File: src/rtl/dram_bank_pkg.sv
package dram_bank_pkg;

  typedef enum logic [2:0] {
    CMD_NOP = 3'd0,
    CMD_ACT = 3'd1,
    CMD_PRE = 3'd2,
    CMD_RD  = 3'd3,
    CMD_WR  = 3'd4
  } cmd_e;

  typedef enum logic [1:0] {
    CLS_NONE     = 2'd0,
    CLS_HIT      = 2'd1,
    CLS_EMPTY    = 2'd2,
    CLS_CONFLICT = 2'd3
  } rowcls_e;

  // strobes from control to datapath, all single-cycle
  typedef struct packed {
    logic accept;
    logic refStart;
    logic issuePre;
    logic issueAct;
    logic issueCol;
    logic useRefRow;
  } ctrl_strb_t;

  localparam int N_GAP   = 4;
  localparam int GAP_RCD = 0;
  localparam int GAP_RP  = 1;
  localparam int GAP_RAS = 2;
  localparam int GAP_RC  = 3;

endpackage

File: src/rtl/dram_gap_timer.sv
module dram_gap_timer #(
  parameter int LIMIT = 4,
  parameter int CW    = 3
) (
  input  logic clk,
  input  logic rst_n,
  input  logic start,
  output logic ok
);
  logic [CW-1:0] cnt;

  // loaded with LIMIT-1 when the triggering command is decided; that
  // command reaches the pins one cycle later, so the next decision at
  // cnt==0 lands exactly LIMIT cycles after it on the pins
  always_ff @(posedge clk or negedge rst_n) begin
    if (!rst_n)           cnt <= '0;
    else if (start)       cnt <= CW'(LIMIT - 1);
    else if (cnt != '0)   cnt <= cnt - 1'b1;
  end

  assign ok = (cnt == '0);
endmodule

File: src/rtl/dram_bank_dp.sv
module dram_bank_dp
  import dram_bank_pkg::*;
#(
  parameter int ROW_W   = 3,
  parameter int COL_W   = 4,
  parameter int ADDR_W  = 4,
  parameter int T_CAS   = 3,
  parameter int T_RCD   = 3,
  parameter int T_RP    = 3,
  parameter int T_RAS   = 6,
  parameter int T_RC    = 9,
  parameter int REF_INT = 180
) (
  input  logic              clk,
  input  logic              rst_n,
  input  ctrl_strb_t        strb,
  input  logic [ROW_W-1:0]  reqRow,
  input  logic [COL_W-1:0]  reqCol,
  input  logic              reqWrite,
  output rowcls_e           reqClass,
  output logic              rowOpen,
  output logic [N_GAP-1:0]  gapOk,
  output logic              refPending,
  output logic [2:0]        cmdCode,
  output logic [ADDR_W-1:0] cmdAddr,
  output logic              dataValid,
  output logic              dataWrite,
  output logic              classValid,
  output logic [1:0]        classCode
);
  localparam int MAX_A = (T_RCD > T_RP) ? T_RCD : T_RP;
  localparam int MAX_B = (T_RAS > T_RC) ? T_RAS : T_RC;
  localparam int MAXT  = (MAX_A > MAX_B) ? MAX_A : MAX_B;
  localparam int CW    = $clog2(MAXT + 1);
  localparam int RFW   = $clog2(REF_INT + 1);
  localparam int GAP_LIM [N_GAP] = '{T_RCD, T_RP, T_RAS, T_RC};

  logic [ROW_W-1:0] openRow, pendRow, refRow, actRow;
  logic [COL_W-1:0] pendCol;
  logic             pendWrite;
  logic [RFW-1:0]   refCnt;
  logic             refExpire;
  logic [N_GAP-1:0] gapStart;

  // ---- classification of the offered request against the open row
  always_comb begin
    if (!rowOpen)                reqClass = CLS_EMPTY;
    else if (openRow == reqRow)  reqClass = CLS_HIT;
    else                         reqClass = CLS_CONFLICT;
  end

  // ---- per-constraint spacing counters
  always_comb begin
    gapStart          = '0;
    gapStart[GAP_RCD] = strb.issueAct;
    gapStart[GAP_RP]  = strb.issuePre;
    gapStart[GAP_RAS] = strb.issueAct;
    gapStart[GAP_RC]  = strb.issueAct;
  end

  for (genvar g = 0; g < N_GAP; g++) begin : g_gap
    dram_gap_timer #(.LIMIT(GAP_LIM[g]), .CW(CW)) u_timer (
      .clk   (clk),
      .rst_n (rst_n),
      .start (gapStart[g]),
      .ok    (gapOk[g])
    );
  end

  // ---- request latch and row-buffer state
  assign actRow = strb.useRefRow ? refRow : pendRow;

  always_ff @(posedge clk or negedge rst_n) begin
    if (!rst_n) begin
      pendRow   <= '0;
      pendCol   <= '0;
      pendWrite <= 1'b0;
      rowOpen   <= 1'b0;
      openRow   <= '0;
    end else begin
      if (strb.accept) begin
        pendRow   <= reqRow;
        pendCol   <= reqCol;
        pendWrite <= reqWrite;
      end
      if (strb.issueAct) begin
        rowOpen <= 1'b1;
        openRow <= actRow;
      end else if (strb.issuePre) begin
        rowOpen <= 1'b0;
      end
    end
  end

  // ---- refresh interval and refresh row sequence
  assign refExpire = (refCnt == RFW'(REF_INT - 1));

  always_ff @(posedge clk or negedge rst_n) begin
    if (!rst_n) begin
      refCnt     <= '0;
      refPending <= 1'b0;
      refRow     <= '0;
    end else begin
      refCnt     <= refExpire ? '0 : refCnt + 1'b1;
      refPending <= (refPending & ~strb.refStart) | refExpire;
      if (strb.issueAct && strb.useRefRow) refRow <= refRow + 1'b1;
    end
  end

  // ---- registered command/address output
  always_ff @(posedge clk or negedge rst_n) begin
    if (!rst_n) begin
      cmdCode <= CMD_NOP;
      cmdAddr <= '0;
    end else if (strb.issueAct) begin
      cmdCode <= CMD_ACT;
      cmdAddr <= ADDR_W'(actRow);
    end else if (strb.issuePre) begin
      cmdCode <= CMD_PRE;
      cmdAddr <= '0;
    end else if (strb.issueCol) begin
      cmdCode <= pendWrite ? CMD_WR : CMD_RD;
      cmdAddr <= ADDR_W'(pendCol);
    end else begin
      cmdCode <= CMD_NOP;
      cmdAddr <= '0;
    end
  end

  // ---- classification strobe
  always_ff @(posedge clk or negedge rst_n) begin
    if (!rst_n) begin
      classValid <= 1'b0;
      classCode  <= CLS_NONE;
    end else begin
      classValid <= strb.accept;
      classCode  <= strb.accept ? reqClass : CLS_NONE;
    end
  end

  // ---- column-latency delay line fed from the pins
  logic             colOut, wrOut;
  logic [T_CAS-1:0] dvSr, dwSr;

  assign colOut = (cmdCode == CMD_RD) || (cmdCode == CMD_WR);
  assign wrOut  = (cmdCode == CMD_WR);

  if (T_CAS == 1) begin : g_cas_one
    always_ff @(posedge clk or negedge rst_n) begin
      if (!rst_n) begin
        dvSr <= '0;
        dwSr <= '0;
      end else begin
        dvSr <= colOut;
        dwSr <= wrOut;
      end
    end
  end else begin : g_cas_multi
    always_ff @(posedge clk or negedge rst_n) begin
      if (!rst_n) begin
        dvSr <= '0;
        dwSr <= '0;
      end else begin
        dvSr <= {dvSr[T_CAS-2:0], colOut};
        dwSr <= {dwSr[T_CAS-2:0], wrOut};
      end
    end
  end

  assign dataValid = dvSr[T_CAS-1];
  assign dataWrite = dwSr[T_CAS-1];
endmodule

File: src/rtl/dram_bank_ctrl.sv
module dram_bank_ctrl
  import dram_bank_pkg::*;
(
  input  logic             clk,
  input  logic             rst_n,
  input  logic             reqValid,
  input  rowcls_e          reqClass,
  input  logic             rowOpen,
  input  logic [N_GAP-1:0] gapOk,
  input  logic             refPending,
  output logic             reqReady,
  output ctrl_strb_t       strb
);
  typedef enum logic [2:0] {
    S_IDLE, S_PRE, S_ACT, S_COL, S_RPRE, S_RACT, S_RCLOSE
  } state_e;

  state_e state, nxt;
  logic   actOk;

  assign actOk    = gapOk[GAP_RP] && gapOk[GAP_RC];
  assign reqReady = (state == S_IDLE) && !refPending;

  always_comb begin
    nxt  = state;
    strb = '0;
    unique case (state)
      S_IDLE: begin
        if (refPending) begin
          strb.refStart = 1'b1;
          nxt = rowOpen ? S_RPRE : S_RACT;
        end else if (reqValid) begin
          strb.accept = 1'b1;
          unique case (reqClass)
            CLS_HIT:   nxt = S_COL;
            CLS_EMPTY: nxt = S_ACT;
            default:   nxt = S_PRE;
          endcase
        end
      end
      S_PRE: if (gapOk[GAP_RAS]) begin
        strb.issuePre = 1'b1;
        nxt = S_ACT;
      end
      S_ACT: if (actOk) begin
        strb.issueAct = 1'b1;
        nxt = S_COL;
      end
      S_COL: if (gapOk[GAP_RCD]) begin
        strb.issueCol = 1'b1;
        nxt = S_IDLE;
      end
      S_RPRE: if (gapOk[GAP_RAS]) begin
        strb.issuePre = 1'b1;
        nxt = S_RACT;
      end
      S_RACT: if (actOk) begin
        strb.issueAct  = 1'b1;
        strb.useRefRow = 1'b1;
        nxt = S_RCLOSE;
      end
      S_RCLOSE: if (gapOk[GAP_RAS]) begin
        strb.issuePre = 1'b1;
        nxt = S_IDLE;
      end
      default: nxt = S_IDLE;
    endcase
  end

  always_ff @(posedge clk or negedge rst_n) begin
    if (!rst_n) state <= S_IDLE;
    else        state <= nxt;
  end
endmodule

File: src/rtl/dram_bank_sched.sv
module dram_bank_sched
  import dram_bank_pkg::*;
#(
  parameter int ROW_W   = 3,
  parameter int COL_W   = 4,
  parameter int T_CAS   = 3,
  parameter int T_RCD   = 3,
  parameter int T_RP    = 3,
  parameter int T_RAS   = 6,
  parameter int T_RC    = T_RAS + T_RP,
  parameter int REF_INT = 180,
  localparam int ADDR_W = (ROW_W > COL_W) ? ROW_W : COL_W
) (
  input  logic              clk,
  input  logic              rst_n,
  input  logic              reqValid,
  output logic              reqReady,
  input  logic              reqWrite,
  input  logic [ROW_W-1:0]  reqRow,
  input  logic [COL_W-1:0]  reqCol,
  output logic [2:0]        cmdCode,
  output logic [ADDR_W-1:0] cmdAddr,
  output logic              dataValid,
  output logic              dataWrite,
  output logic              classValid,
  output logic [1:0]        classCode
);
  ctrl_strb_t       strb;
  rowcls_e          reqClass;
  logic             rowOpen;
  logic [N_GAP-1:0] gapOk;
  logic             refPending;

  dram_bank_ctrl u_ctrl (
    .clk        (clk),
    .rst_n      (rst_n),
    .reqValid   (reqValid),
    .reqClass   (reqClass),
    .rowOpen    (rowOpen),
    .gapOk      (gapOk),
    .refPending (refPending),
    .reqReady   (reqReady),
    .strb       (strb)
  );

  dram_bank_dp #(
    .ROW_W(ROW_W), .COL_W(COL_W), .ADDR_W(ADDR_W), .T_CAS(T_CAS),
    .T_RCD(T_RCD), .T_RP(T_RP), .T_RAS(T_RAS), .T_RC(T_RC), .REF_INT(REF_INT)
  ) u_dp (
    .clk        (clk),
    .rst_n      (rst_n),
    .strb       (strb),
    .reqRow     (reqRow),
    .reqCol     (reqCol),
    .reqWrite   (reqWrite),
    .reqClass   (reqClass),
    .rowOpen    (rowOpen),
    .gapOk      (gapOk),
    .refPending (refPending),
    .cmdCode    (cmdCode),
    .cmdAddr    (cmdAddr),
    .dataValid  (dataValid),
    .dataWrite  (dataWrite),
    .classValid (classValid),
    .classCode  (classCode)
  );
endmodule

File: config.mk
export PLATFORM = sky130hd
export DESIGN_NAME = dram_bank_sched
export DESIGN_NICKNAME = d
export VERILOG_FILES = /design/src/rtl/dram_bank_pkg.sv /design/src/rtl/dram_gap_timer.sv /design/src/rtl/dram_bank_dp.sv /design/src/rtl/dram_bank_ctrl.sv /design/src/rtl/dram_bank_sched.sv
export SDC_FILE = /design/constraint.sdc
export NUM_CORES = 1
export LEC_CHECK = 0
export BUFFER_PORTS_ARGS = -buffer_cell sky130_fd_sc_hd__buf_2
export CORE_UTILIZATION = 55
export DETAILED_ROUTE_END_ITERATION = 8
export PLACE_DENSITY = 0.74
export SLEW_MARGIN = 30
export SYNTH_ARGS = -nofsm -noshare
export SYNTH_HDL_FRONTEND = slang
export SYNTH_HIERARCHICAL = 1
export SYNTH_SLANG_ARGS = --single-unit
export TNS_END_PERCENT = 10
File: constraint.sdc
create_clock -name clk -period 3.3 [get_ports clk]
set_input_delay 0.66 -clock clk [delete_from_list [all_inputs] [get_ports clk]]
set_output_delay 0.66 -clock clk [all_outputs]
set_load 0.03 [all_outputs]
==> results.txt, run 1 <==
The flow ran to the end, and the final reports show no timing, DRC or antenna violations. The net count of the mapped netlist is 273. The synthesis-stage register bit count came out at 59. The library cells used most frequently in the layout, excluding fill and tap cells, are sky130_fd_sc_hd__dfrtp_1, sky130_fd_sc_hd__buf_2, sky130_fd_sc_hd__nor2_1.

The final weighted congestion in routability-driven placement came out at 0.7494. The number of antenna violations at the first check in global routing is 0. The number of antenna diodes in the final layout is 0.

The total clock sinks is 59. The number of instances in the synthesized netlist came out at 252. The maximum VDD drop came out at 0.0005871 V.

The worst slew margin relative to its limit is 49.55%. The number of hold-slack violations in the final timing report came out at 0. The later pin in the worst-skew pair is clocked with a latency of 340 ps. The tool flagged a number of max-cap violations equal to 0. CTS placed an instance of sky130_fd_sc_hd__clkbuf_8 at the clock tree root. The cell count of the worst reg-to-reg path is 8. The static leakage is 1.525 nW.

The floorplan step set the die height to 73.93 µm. The initial cell density of the core came out at 58.68%. The final period demand of the worst path is 2339 ps. Leaving out fill and tap cells, the most frequent cell in the layout is sky130_fd_sc_hd__dfrtp_1. Sorting the synthesized cells by area gives the leading types as sky130_fd_sc_hd__dfrtp_1, sky130_fd_sc_hd__mux2_2, sky130_fd_sc_hd__ha_1, sky130_fd_sc_hd__xnor2_1, sky130_fd_sc_hd__nor2_1.

In the final layout, the share of cells above drive strength 1 is 24.22%. The placed wire-length estimate came out at 3.394 mm. Using the TritonRoute via totals, the vias-per-cell ratio works out to 5.138.

For this run, the top clock speed supported by timing is 427.5 MHz. The max-slew violation count came out at 0. Gates resized during post-CTS repair numbered 0. The sum of overflow across all layers after global routing is 0.

The endpoint arrival time on the critical path is 2560 ps. The capture instance of the worst register-to-register path is u_dp/g_gap[2].u_timer/cnt[1]. The number of I/O pins is 24. The first global-routing pass estimated 7.831 mm of wire. The depth of the CTS H-tree is 3.

The sequential cell area in the final layout is 1476 µm². Counting along the longest clock path gives a buffer depth of 2. After layout, the worst path uses 70.88% of the clock period. The met1 routing resource usage after global routing is 24.20%.

The worst register-to-register path has a setup slack of 960 ps. For this run, the detailed router's first-pass iteration total came to 4. Setup repair after global routing left no endpoint under its margin. The final wirelength is 4.654 mm. The number of design rule violations left after detail routing is 0. The placement-stage cell area is 3029 µm². The final standard cell utilization of the core came out at 66.19%.

The worst register-to-register path begins at u_dp/g_gap[3].u_timer/cnt[0]. The number of nets with antenna violations after routing came out at 0. The worst setup path is launched from a flop.

Once the clock tree was built, the setup fixing pass inserted 0 buffers. The die extent in x is 73.93 µm. The first routing iteration left 60 violations. The setup path with the least slack is of type reg -> reg. The required arrival time at the worst endpoint came out at 3520 ps. The clock arrives with 7.420 ps of skew. The quantity of hold-fixing buffers added after cts is 0. The cell area power density came out at 814.2 nW/µm². The count of unique library cells instantiated by Yosys is 49. The area growth from synthesis to layout is 12.80%. The worst hold path belongs to the class in -> async.

The area of the die came out at 5465 µm². The mean routed wirelength per cell came out at 13.07 µm. The number of buffers inserted during clock tree synthesis came out at 9.

The layout net count is 305. The via count of the first global-routing pass is 1805. The transition time at the pin with the least slew margin is 755.1 ps. The fill cell total of the finished layout came out at 367. Summed over all instances, the cell type with the most area after synthesis is sky130_fd_sc_hd__dfrtp_1. The share of the synthesized area in the top cell type came out at 51.89%. The average instance in the mapped netlist occupies 11.29 µm². The clock edge transition at the registers on the reported setup and hold paths came out at 60 ps. The top fanout value on the critical path is 16. The routed layout has 1829 vias.

The number of failing setup endpoints in the final timing report is 0. The maximum number of pins on one net before global-route repair came out at 28. Global routing consumed, over all layers together, 19.65% of the routing resources. Buffers placed on the I/O ports in this run total 23. The global routing stage identified its most utilized layer as met2. The number of placement rows came out at 25. The total negative slack is 0 ps. The endpoint kind of the worst setup timing path is a flop. The core outline area came out at 4848 µm². The met2 usage in global routing came out at 30.00%. The total power came out at 2.613 mW. The netlist area before placement came out at 2845 µm². The sequential cell area fraction in the yosys report is 51.89%.

Global routing used 8.505% of the available met3 tracks. The design area is 3209 µm². The total of warnings raised by yosys came out at 6. TritonCTS built the clock tree. The combined area of the multi-input logic cells is 1264 µm².
==> per-layer routing <==
metal,wire length (µm),share of wire (%)
met1,2253,48
met2,2147,46
met3,182,3.9
met4,71,1.5
met5,0,0
==> report_power, final <==
part / switching (mW) / total (mW) / internal [mW]
Clock: 0.273 / 0.584 / 0.310
Sequential: 0.183 / 1.12 / 0.935
Combinational: 0.434 / 0.912 / 0.477
==> layout make-up <==
| cell class | instances | area share (%) |
|---|---|---|
| Clock buffer | 12 | 4.834 |
| Clock inverter | 4 | 0.7797 |
| Inverter | 16 | 1.871 |
| Multi-Input combinational cell | 171 | 39.38 |
| Sequential cell | 59 | 46.00 |
| Tap cell | 67 | 2.612 |
| Timing Repair Buffer | 27 | 4.522 |
==> how the worst max path moves through the flow <==
stage | startpoint | endpoint | slack [ps] | cells after the start
2_1_floorplan | u_dp/g_gap[3].u_timer/cnt[0] | u_dp/refRow[2] | 980 | 8
3_3_place_gp | u_dp/g_gap[0].u_timer/cnt[0] | u_dp/cmdCode[2] | 1110 | 7
3_5_place_dp | u_dp/g_gap[3].u_timer/cnt[0] | u_dp/g_gap[2].u_timer/cnt[3] | 930 | 8
4_1_cts | u_dp/g_gap[3].u_timer/cnt[0] | u_dp/g_gap[2].u_timer/cnt[1] | 910 | 8
5_1_grt | u_dp/g_gap[3].u_timer/cnt[0] | u_dp/g_gap[2].u_timer/cnt[1] | 730 | 8
6_report | u_dp/g_gap[3].u_timer/cnt[0] | u_dp/g_gap[2].u_timer/cnt[1] | 960 | 8
==> cell usage after synthesis, drive strengths merged <==
master	n
or2b	4
a31o	1
a31oi	1
nand2b	6
xnor2	10
nand2	19
a22oi	1
o21a	1
or4b	1
o22ai	1
nand3b	4
or2	1
nor2b	7
a22o	1
dfrtp	59
mux2i	5
o21ai	7
xor2	2
o2bb2ai	1
nand3	5
nor3b	11
o21bai	1
nor4	1
a311o	1
and3b	1
a21o	1
a21oi	7
or3	1
buf	4
a211o	3
o31ai	1
inv	16
o211ai	1
ha	10
a32oi	1
clkbuf	2
and2	7
nor2	23
or3b	1
nor3	6
mux2	14
nand4	2
==> registers in the layout, indices dropped and copies added, names as in the netlist <==
name                    count
u_dp/cmdCode                3
u_dp/pendRow                3
u_dp/classCode              2
u_dp/refCnt                 8
u_dp/pendWrite              1
u_dp/g_gap.u_timer/cnt     16
u_dp/classValid             1
u_dp/refRow                 3
u_ctrl/state                3
u_dp/dvSr                   3
u_dp/refPending             1
u_dp/openRow                3
u_dp/rowOpen                1
u_dp/pendCol                4
u_dp/dwSr                   3
u_dp/cmdAddr                4
==> kinds of logic after synthesis <==
kind of cell / synth area share (%)
simple gates: 21.24
flops: 51.89
compound gates: 7.521
buf+inv: 3.694
mux: 7.564
xor+xnor: 3.694
fa+ha+maj: 4.398
==> critical path, stage by stage (launching register included) <==
cell and delay (ps):
sky130_fd_sc_hd__dfrtp_1 370, sky130_fd_sc_hd__inv_1 120, sky130_fd_sc_hd__ha_1 200, sky130_fd_sc_hd__nor3b_2 310, sky130_fd_sc_hd__nand2_1 120, sky130_fd_sc_hd__nor2_1 450, sky130_fd_sc_hd__buf_4 310, sky130_fd_sc_hd__nor2_1 70
sky130_fd_sc_hd__mux2_4 260
==> per-stage QoR <==
step,setup WS (ps),hold slack [ps],instances
2_1_floorplan,981.9,331.2,252
3_3_place_gp,1105,333.8,340
3_5_place_dp,925.4,336.5,340
4_1_cts,910.4,231.5,356
5_1_grt,731.2,248.3,356
6_report,960.9,235.6,356
(Power assumes the default switching activity.)
==> run 2: changes to the inputs <==
--- a/config.mk
+++ b/config.mk
@@ -6,9 +6,9 @@
 export NUM_CORES = 1
 export LEC_CHECK = 0
 export BUFFER_PORTS_ARGS = -buffer_cell sky130_fd_sc_hd__buf_2
-export CORE_UTILIZATION = 55
+export CORE_UTILIZATION = 53
 export DETAILED_ROUTE_END_ITERATION = 8
-export PLACE_DENSITY = 0.74
+export PLACE_DENSITY = 0.75
 export SLEW_MARGIN = 30
 export SYNTH_ARGS = -nofsm -noshare
 export SYNTH_HDL_FRONTEND = slang
==> constraint.sdc (replaced) <==
create_clock -name clk -period 1.9 [get_ports clk]
set_input_delay 0.38 -clock clk [delete_from_list [all_inputs] [get_ports clk]]
set_output_delay 0.38 -clock clk [all_outputs]
set_load 0.03 [all_outputs]
==> run 2 against run 1 <==
  * Die area rose by 3.7%
  * Critical path type unchanged
  * Clock-buffer cell count down 3
  * Via count rose by 7.9%
  * Worst setup slack worse by 920 ps
  * Critical endpoint is now u_ctrl/state[1]
  * Sequential share of layout area fell by 3.7 points
  * Wire length up 12%
  * Clock power grew 90%
  * Maximum frequency up 26%
==> results.txt, run 2 (synthesis results as in run 1) <==
The endpoint arrival time on the critical path came out at 2080 ps (-480 ps). Setup repair after global routing could not meet its margin everywhere. The placement-stage cell area is 3204 µm² (+5.8%).

The flow ran to the end, and the final reports show no timing, DRC or antenna violations. The via count of the first global-routing pass came out at 1859 (+3.0%). The maximum clock frequency came out at 537.9 MHz (+26%). The critical path goes through inv_1 > ha_2 > nor3b_4 > nand2b_4 > a32oi_2 > o211ai_2 > mux2_4. The flip-flop count of the largest register after layout is 16 (unchanged). The register bank with the most flops is u_dp/g_gap.u_timer/cnt. The min-delay analysis places its worst path in the category in -> async. TritonCTS built the clock tree. The area growth from synthesis to layout came out at 22.65%.

The number of maximum-capacitance constraint violations was 0 (unchanged). The number of design rule violations left after detail routing is 0 (unchanged). The clock edge transition at the registers on the reported setup and hold paths was 70 ps (about the same). The number of inserted diodes is 0 (unchanged). The latest clock arrival within the worst-skew pair is 340 ps (about the same). The final wirelength was 5.224 mm (+12%). The number of standard cells in the layout, taps in and fillers out is 384 (+7.9%).

The core outline area is 5140 µm² (+6.0%). The quantity of hold-fixing buffers added after cts is 0 (unchanged). The largest registers in the layout are u_dp/g_gap.u_timer/cnt: 16 flops, u_dp/refCnt: 8 flops. The number of nets with antenna violations after routing came to 0 (unchanged).

The number of buffers inserted during clock tree synthesis was 9 (unchanged). The layout net count is 330 (+8.2%). The mean routed wirelength per cell is 13.60 µm (+4.1%). The number of placement rows is 26 (+4.0%). The sum of overflow across all layers after global routing came to 0 (unchanged). The transition time at the pin with the least slew margin came out at 308.1 ps (-447.0 ps). The total power came out at 5.037 mW (+93%). The number of vias per cell after detailed routing was 5.138 (about the same). The capture instance of the worst register-to-register path is u_ctrl/state[1]. The number of I/O pins was 24 (unchanged).

The library cells used most frequently in the layout, excluding fill and tap cells, are sky130_fd_sc_hd__dfrtp_1, sky130_fd_sc_hd__buf_4, sky130_fd_sc_hd__buf_2. The placed wire-length estimate is 3.517 mm (+3.6%). The number of antenna violations at the first check in global routing was 0 (unchanged). The final weighted congestion in routability-driven placement is 0.8413 (+12%).

The CTS root buffer is sky130_fd_sc_hd__clkbuf_8. The first-pass GRT wire length is 7.962 mm (+1.7%). The final period demand of the worst path was 1859 ps (-480.0 ps). The static leakage is 1.668 nW (+9.3%).

The violation count after the first detailed-route iteration came out at 71 (+18%). The design area is 3490 µm² (+8.7%). Among cell families on the critical path, the largest total delay comes from flip-flops. The total routing usage reported by global routing is 19.89% (+0.24 points). The endpoint kind of the worst setup timing path is a flop. The count of input and output buffers is 23 (unchanged).

The critical path launch point type is a flop. The total via count in the routed design is 1973 (+7.9%). The cell type of the slowest stage on the worst timing path is sky130_fd_sc_hd__dfrtp_1.

The die extent in x is 75.27 µm (+1.8%). Following the worst setup path forward leads to its endpoint at u_ctrl/state[1]. The share of final-layout standard cells stronger than drive strength 1 came out at 35.35% (+11 points). The worst slew margin relative to its limit came out at 79.46% (+30 points). The instance count after placement with tap cells included is 362 (+6.5%). The number of failing setup endpoints in the final timing report is 0 (unchanged). The maximum VDD drop came to 0.0008615 V (+47%). The top fanout value on the critical path is 4 (-12). The library cell used most frequently in the layout, excluding fill and tap cells, is sky130_fd_sc_hd__dfrtp_1.

The cell count of the worst reg-to-reg path came out at 7 (-1). The required arrival time at the worst endpoint came out at 2130 ps (-1390 ps). The clock tree skew after final layout came out at 9.151 ps (+1.732 ps). The maximum number of pins on one net before global-route repair is 60 (+110%). The depth of the CTS H-tree is 3 (unchanged).

The ratio of final minimum period to clock period came out at 97.85% (+27 points). The kind of critical path is reg -> reg. The number of stages on the worst setup path came out at 7 (-1). The overall die height came to 75.27 µm (+1.8%). The maximum count of clock buffers along a single path came to 2 (unchanged). The fill cell total of the finished layout came to 393 (+7.1%). Tracing the worst setup path back leads to its startpoint at u_dp/g_gap[2].u_timer/cnt[0]. The worst-case register-to-register setup slack is 40 ps (-920 ps). The total clock sinks came to 59 (unchanged). The final standard cell utilization of the core is 67.89% (+1.7 points).

The worst register-to-register path begins at u_dp/g_gap[2].u_timer/cnt[0]. The number of buffer and inverter instances along the worst setup path was 1 (-1). The maximum single-stage delay on the critical path came to 400 ps (-50 ps). The initial cell density of the core came to 55.36% (-3.3 points). The cell area power density came out at 1443 nW/µm² (+77%). The area of the die is 5666 µm² (+3.7%). The iteration count of the initial detailed-routing pass is 4 (unchanged). The final hold slack is 35.03 ps (-200.6 ps). The number of hold-slack violations in the final timing report is 0 (unchanged). The max-slew violation count came out at 0 (unchanged).
## run 2: cell type report
class                   count  area [µm²]  area share, %
inverters                  16       60.06          1.721
multi-input cells         171        1321          37.86
repair buffers             52       351.6          10.08
clock buffers               9       123.9          3.550
clock inverters             7       68.82          1.972
flip-flops and latches     59        1476          42.31
well taps                  70       87.58          2.510
## run 2: repair_timing
action,in CTS,in global routing
pin swaps,0,6
setup endpoints to repair,1,13
buffers inserted,0,6
gates resized for setup,1,18
## run 2: metrics by stage
step	TNS [ps]	setup WS, ps
2_1_floorplan	-359.3	-46.35
3_3_place_gp	0	93.98
3_5_place_dp	0	9.005
4_1_cts	0	12.29
5_1_grt	-57.06	-27.76
6_report	0	40.85
## run 2: layer usage
metal	track usage, %	wire length [µm]	up-vias	share of wire [%]
met4	8.642	130	0	2.5
met2	31.53	2605	33	50
met3	8.568	182	11	3.5
met1	23.74	2305	957	44
li1	-	-	972	-
met5	0	0	-	0
## run 2: worst reg2reg max path, cell delays in order, from the launching register on
cell and delay, ps:
sky130_fd_sc_hd__dfrtp_1 400, sky130_fd_sc_hd__inv_1 70, sky130_fd_sc_hd__ha_2 200, sky130_fd_sc_hd__nor3b_4 310
sky130_fd_sc_hd__nand2b_4 80, sky130_fd_sc_hd__a32oi_2 240, sky130_fd_sc_hd__o211ai_2 130, sky130_fd_sc_hd__mux2_4 300
## run 2: how the worst min path moves through the flow
stage / startpoint / end / slack (ps) / cells past startpoint
floorplan: rst_n / u_ctrl/state[0] / 80 / 0
global placement: u_dp/dwSr[0] / u_dp/dwSr[1] / 330 / 0
detailed placement: u_dp/dvSr[1] / u_dp/dvSr[2] / 340 / 0
CTS: rst_n / u_ctrl/state[0] / 30 / 2
global route: rst_n / u_dp/refCnt[5] / 50 / 2
finish: rst_n / u_dp/refCnt[6] / 40 / 2
## run 2: where the power goes
part,total (mW),switching [mW],internal (mW)
combinational,2.00,0.927,1.08
sequential,1.93,0.304,1.62
clock,1.11,0.508,0.599
